--- config.mk ---
export PLATFORM = sky130hd
export DESIGN_NAME = pwm_latch_gen
export DESIGN_NICKNAME = d
export VERILOG_FILES = /design/src/rtl/pwm_latch_pkg.sv /design/src/rtl/pwm_free_counter.sv /design/src/rtl/pwm_duty_hold.sv /design/src/rtl/pwm_latch_fsm.sv /design/src/rtl/pwm_latch_gen.sv
export SDC_FILE = /design/constraint.sdc
export NUM_CORES = 1
export LEC_CHECK = 0
export BUFFER_PORTS_ARGS = -buffer_cell sky130_fd_sc_hd__buf_2
export CELL_PAD_IN_SITES_DETAIL_PLACEMENT = 0
export CELL_PAD_IN_SITES_GLOBAL_PLACEMENT = 1
export CORE_AREA = 2 2 39 41
export DETAILED_ROUTE_END_ITERATION = 10
export DIE_AREA = 0 0 41 43
export PLACE_DENSITY = 0.71
export SYNTH_ARGS = -nofsm -noshare
export SYNTH_HDL_FRONTEND = slang
export SYNTH_SLANG_ARGS = --single-unit
--- constraint.sdc ---
create_clock -name clk_i -period 1.4 [get_ports clk_i]
set_input_delay 0.07 -clock clk_i [delete_from_list [all_inputs] [get_ports clk_i]]
set_output_delay 0.07 -clock clk_i [all_outputs]
set_load 0.05 [all_outputs]
--- src/rtl/pwm_latch_pkg.sv ---
package pwm_latch_pkg;

    typedef enum logic {
        ST_OFF = 1'b0,
        ST_ON  = 1'b1
    } pwm_state_e;

endpackage

--- src/rtl/pwm_free_counter.sv ---
module pwm_free_counter #(
    parameter int CNT_W   = 4,
    parameter bit CASCADE = 1'b0
) (
    input  logic             clk_i,
    input  logic             rst_ni,
    output logic [CNT_W-1:0] cnt_o,
    output logic             wrap_o
);

    generate
        if (CASCADE) begin : g_cascade
            localparam int HALF_W = CNT_W / 2;
            logic [HALF_W-1:0] lo_q;
            logic [HALF_W-1:0] hi_q;
            logic              lo_carry;
            logic              hi_carry;

            assign lo_carry = &lo_q;
            assign hi_carry = &hi_q;

            always_ff @(posedge clk_i or negedge rst_ni) begin
                if (!rst_ni) begin
                    lo_q <= '0;
                end else begin
                    lo_q <= lo_q + HALF_W'(1);
                end
            end

            always_ff @(posedge clk_i or negedge rst_ni) begin
                if (!rst_ni) begin
                    hi_q <= '0;
                end else if (lo_carry) begin
                    hi_q <= hi_q + HALF_W'(1);
                end
            end

            assign cnt_o  = {hi_q, lo_q};
            assign wrap_o = lo_carry & hi_carry;
        end else begin : g_flat
            logic [CNT_W-1:0] cnt_q;

            always_ff @(posedge clk_i or negedge rst_ni) begin
                if (!rst_ni) begin
                    cnt_q <= '0;
                end else begin
                    cnt_q <= cnt_q + CNT_W'(1);
                end
            end

            assign cnt_o  = cnt_q;
            assign wrap_o = &cnt_q;
        end
    endgenerate


    cnt_step_chk: assert property (@(posedge clk_i) disable iff (!rst_ni)
        1'b1 |=> (cnt_o == CNT_W'($past(cnt_o) + CNT_W'(1))));

endmodule

--- src/rtl/pwm_duty_hold.sv ---
module pwm_duty_hold #(
    parameter int CNT_W = 4
) (
    input  logic             clk_i,
    input  logic             rst_ni,
    input  logic             load_i,
    input  logic [CNT_W-1:0] duty_i,
    output logic [CNT_W-1:0] duty_q_o
);

    logic [CNT_W-1:0] held_q;

    always_ff @(posedge clk_i or negedge rst_ni) begin
        if (!rst_ni) begin
            held_q <= '0;
        end else if (load_i) begin
            held_q <= duty_i;
        end
    end

    assign duty_q_o = held_q;


    duty_hold_chk: assert property (@(posedge clk_i) disable iff (!rst_ni)
        !load_i |=> $stable(duty_q_o));

endmodule

--- src/rtl/pwm_latch_fsm.sv ---
module pwm_latch_fsm
    import pwm_latch_pkg::*;
#(
    parameter int CNT_W = 4
) (
    input  logic             clk_i,
    input  logic             rst_ni,
    input  logic             wrap_i,
    input  logic [CNT_W-1:0] cnt_next_i,
    input  logic [CNT_W-1:0] duty_pend_i,
    input  logic [CNT_W-1:0] duty_held_i,
    output logic             pwm_o,
    output logic             start_o
);

    pwm_state_e state_q;
    pwm_state_e state_d;
    logic       start_q;
    logic       set_ev;
    logic       clr_ev;

    assign set_ev = wrap_i;
    assign clr_ev = wrap_i ? (duty_pend_i == '0) : (cnt_next_i == duty_held_i);

    always_comb begin
        state_d = state_q;
        unique case (state_q)
            ST_OFF: begin
                if (set_ev && !clr_ev) begin
                    state_d = ST_ON;
                end
            end
            ST_ON: begin
                if (clr_ev) begin
                    state_d = ST_OFF;
                end
            end
        endcase
    end

    always_ff @(posedge clk_i or negedge rst_ni) begin
        if (!rst_ni) begin
            state_q <= ST_OFF;
            start_q <= 1'b0;
        end else begin
            state_q <= state_d;
            start_q <= wrap_i;
        end
    end

    always_comb begin
        pwm_o   = (state_q == ST_ON);
        start_o = start_q;
    end


    rise_at_start_chk: assert property (@(posedge clk_i) disable iff (!rst_ni)
        $rose(pwm_o) |-> start_o);


    zero_duty_low_chk: assert property (@(posedge clk_i) disable iff (!rst_ni)
        (start_o && duty_held_i == '0) |-> !pwm_o);


    start_single_chk: assert property (@(posedge clk_i) disable iff (!rst_ni)
        start_o |=> !start_o);

endmodule

--- src/rtl/pwm_latch_gen.sv ---
module pwm_latch_gen #(
    parameter int CNT_W   = 4,
    parameter bit CASCADE = 1'b0
) (
    input  logic             clk_i,
    input  logic             rst_ni,
    input  logic [CNT_W-1:0] duty_i,
    output logic             pwm_o,
    output logic             period_start_o
);

    logic [CNT_W-1:0] cnt;
    logic [CNT_W-1:0] cnt_next;
    logic             wrap;
    logic [CNT_W-1:0] duty_held;

    pwm_free_counter #(
        .CNT_W   (CNT_W),
        .CASCADE (CASCADE)
    ) u_counter (
        .clk_i  (clk_i),
        .rst_ni (rst_ni),
        .cnt_o  (cnt),
        .wrap_o (wrap)
    );

    assign cnt_next = cnt + CNT_W'(1);

    pwm_duty_hold #(
        .CNT_W (CNT_W)
    ) u_hold (
        .clk_i    (clk_i),
        .rst_ni   (rst_ni),
        .load_i   (wrap),
        .duty_i   (duty_i),
        .duty_q_o (duty_held)
    );

    pwm_latch_fsm #(
        .CNT_W (CNT_W)
    ) u_fsm (
        .clk_i       (clk_i),
        .rst_ni      (rst_ni),
        .wrap_i      (wrap),
        .cnt_next_i  (cnt_next),
        .duty_pend_i (duty_i),
        .duty_held_i (duty_held),
        .pwm_o       (pwm_o),
        .start_o     (period_start_o)
    );


    start_at_zero_chk: assert property (@(posedge clk_i) disable iff (!rst_ni)
        period_start_o |-> (cnt == '0));


    fall_at_match_chk: assert property (@(posedge clk_i) disable iff (!rst_ni)
        $fell(pwm_o) |-> (cnt == duty_held));


    high_at_start_chk: assert property (@(posedge clk_i) disable iff (!rst_ni)
        (period_start_o && duty_held != '0) |-> pwm_o);

endmodule

==> flow_summary.json <==
{
  "clk_pin_slew_ns": 0.06,
  "coreArea_mm2": 0.00138,
  "power.density_mw_per_mm2": 982,
  "antennaDiodeCount": 0,
  "grt_pass1_wl_um": 1320,
  "via_per_inst": 4.72,
  "register_area_um2": 250,
  "crit_chain": "ha_2 > and3_2 > nor4_1 > a21oi_1",
  "worstPathMaxFanout": 7,
  "endpoint_kind": "flop",
  "stdcell_count": 58,
  "gp_congestion": 0.765,
  "initial_utilization_pct": 31.4,
  "cts_tree": "built",
  "finalCriticalPeriod_ns": 1.36,
  "worstRegToRegCells": 4,
  "max_slew_margin_pct": 83.3,
  "hold_depth": 2,
  "drive_above_1_share_pct": 42.9,
  "fp-row-count": 14,
  "p_clk_share_pct": 35.5,
  "io_buffers": 7,
  "antenna_found_initial": 0,
  "cpPeakStageDelay_ns": 0.39,
  "dieArea_mm2": 0.00176,
  "final_area_um2": 534,
  "rsz0062_at_grt": "false",
  "overflow": 0,
  "cp-startpoint": "u_counter.cnt_o[1]",
  "synth_seq_cells": 10,
  "fillers": 148,
  "grt_pass1_vias": 332,
  "max_freq_ghz": 0.736,
  "dr.pass1.iters": 1,
  "cap_violations": 0,
  "crit_arrival_ns": 1.49,
  "status": "completed",
  "reg2reg_from": "u_counter.cnt_o[1]",
  "numCtsBuffers": 3,
  "finalCritPeriodShare_pct": 97.1,
  "worstSetupPathType": "flop to flop",
  "final_common_cell": "dfrtp_1",
  "dr.first_iter.drc_count": 0,
  "ys_types": 14,
  "peakVddDrop_mv": 0.419,
  "tightest_slew_ns": 0.253,
  "power_frac_comb_pct": 7.1,
  "dieHeight_um": 43,
  "skew_ns": 0.00741,
  "p_leak_nw": 0.250,
  "p_int_mw": 0.413,
  "root_buffer": "clkbuf_4",
  "crit_buf_inv": 0,
  "setup_violations": 0,
  "critical-path-top-delay-family": "simple AND/OR/NAND/NOR gates",
  "dr_total_vias": 274,
  "finalHoldViolCount": 0,
  "drt-total-wl_um": 696,
  "utilization_pct": 38.6,
  "p_switching_mw": 0.111,
  "clock_path_buffers": 2,
  "dp.cells": 54,
  "htree_num_levels": 1,
  "swShare_pct": 21.2,
  "power_frac_seq_pct": 57.4,
  "dp_hpwl_um": 567,
  "hold_path_class": "input port to flop",
  "crit_path_top_delay_cell": "dfrtp_1",
  "min_from": "duty_i[3]",
  "grtUsageTotal_pct": 11.4,
  "syn-num-nets": 37,
  "place_ws_ns": -0.0270,
  "clock_sinks": 10,
  "layout_setup_ws_ns": 0.0406,
  "remaining_drc_errors": 0,
  "wl_per_cell_um": 12.0,
  "crit_path_start_kind": "flop",
  "path_depth": 4,
  "drtAntennaViolNets": 0,
  "grt_max_degree": 11,
  "insertion_delay_ns": 0.26,
  "post_synth_instance_area_um2": 434,
  "area_growth_pct": 23.1,
  "cp.required_ns": 1.53,
  "placed_cell_area_um2": 502,
  "ys_warn_count": 0,
  "die_x_um": 41,
  "fin_nets": 51,
  "postCtsSetupBuffers": 0,
  "avgSynthCellArea_um2": 14.5,
  "mostFrequentLayoutCells": "dfrtp_1, buf_2, xnor2_1, mux2_2, clkbuf_4",
  "finalMaxSlewViolations": 0,
  "ios": 8,
  "yosysSeqAreaShare_pct": 57.6,
  "cts_resized": 0,
  "multiInputGateArea_um2": 178,
  "postSynthCellCount": 30
}
==> final timing paths <==
kind | to | slack, ns
worst max register to register | u_fsm.pwm_o | 0.04
worst max-delay path | u_fsm.pwm_o | 0.04
worst min register to register | u_counter.cnt_o[2] | 0.52
worst min-delay path | u_hold.duty_q_o[3] | 0.05
min in group asynchronous | u_hold.duty_q_o[3] | 0.21
max in group asynchronous | u_fsm.pwm_o | 1.00
==> synthesized netlist by cell type, drive strengths merged <==
cell type	n	area, um^2
mux2	4	45.0
mux2i	1	10.0
or4	1	7.51
a21oi	1	5.00
nand3	1	5.00
xor2	2	17.5
and3	1	7.51
inv	1	3.75
buf	1	5.00
dfrtp	10	250
xnor2	4	35.0
xor3	1	23.8
nor4	1	6.26
ha	1	12.5
==> cell families (layout without fill, tap and decap cells) <==
group,after synthesis,in the layout,share of synthesized area [%]
XOR/XNOR,7,7,17.6
buffers and inverters,2,14,2.02
multiplexers,5,5,12.7
adder cells (fa/ha/maj),1,1,2.88
AND/OR/NAND/NOR,4,4,6.05
AO/OA/AOI/OAI,1,1,1.15
flip-flops,10,10,57.6
==> area by class of cell <==
| cell class | instances | share of cell area, % |
|---|---|---|
| clock buffer | 3 | 4.22 |
| inverter | 1 | 0.703 |
| multi-input combinational | 18 | 33.3 |
| sequential | 10 | 46.8 |
| tap | 16 | 3.75 |
| timing repair buffer | 10 | 11.2 |
==> worst reg2reg max path, cell delays in order, from the launching register on <==
cell	delay, ns
dfrtp_1	0.39
ha_2	0.21
and3_2	0.27
nor4_1	0.27
a21oi_1	0.10
==> power by group through the flow <==
stage	Combinational (mW)	Clock (mW)	Sequential (mW)
finish	0.0373	0.186	0.301
global route	0.0420	0.215	0.302
CTS	0.0383	0.194	0.301
detailed placement	0.0361	0	0.307
global placement	0.0345	0	0.306
floorplan	0.0141	0	0.310
==> per-layer routing <==
| metal | routed length [um] | up-vias | part of all wire, % | GRT usage (%) |
|---|---|---|---|---|
| met3 | 44 | 0 | 6.3 | 4.71 |
| met1 | 273 | 136 | 39 | 12.2 |
| met2 | 378 | 9 | 54 | 19.1 |
| met5 | 0 | - | 0 | 0 |
| met4 | 0 | 0 | 0 | 4.00 |
| li1 | - | 129 | - | - |
==> state kept, by name, summed over array words and instances, names as in the netlist <==
signal / cells
u_hold.duty_q_o: 4
u_counter.cnt_o: 4
u_fsm.start_o: 1
u_fsm.pwm_o: 1
==> through the flow <==
stage | hold slack [ns] | TNS, ns | power [mW]
floorplan | -0.226 | 0 | 0.324
global placement | -0.0599 | -0.00717 | 0.341
detailed placement | -0.0548 | -0.0270 | 0.343
CTS | 0.0455 | 0 | 0.534
global route | 0.0505 | 0 | 0.559
finish | 0.0503 | 0 | 0.525
==> timing repair <==
| item | 4_1_cts | 5_1_grt |
|---|---|---|
| hold buffers | 1 | 0 |
| endpoints found under the hold margin | 10 | 0 |
| setup endpoints to repair | 1 | 0 |
Power figures use the tool's default switching activity.
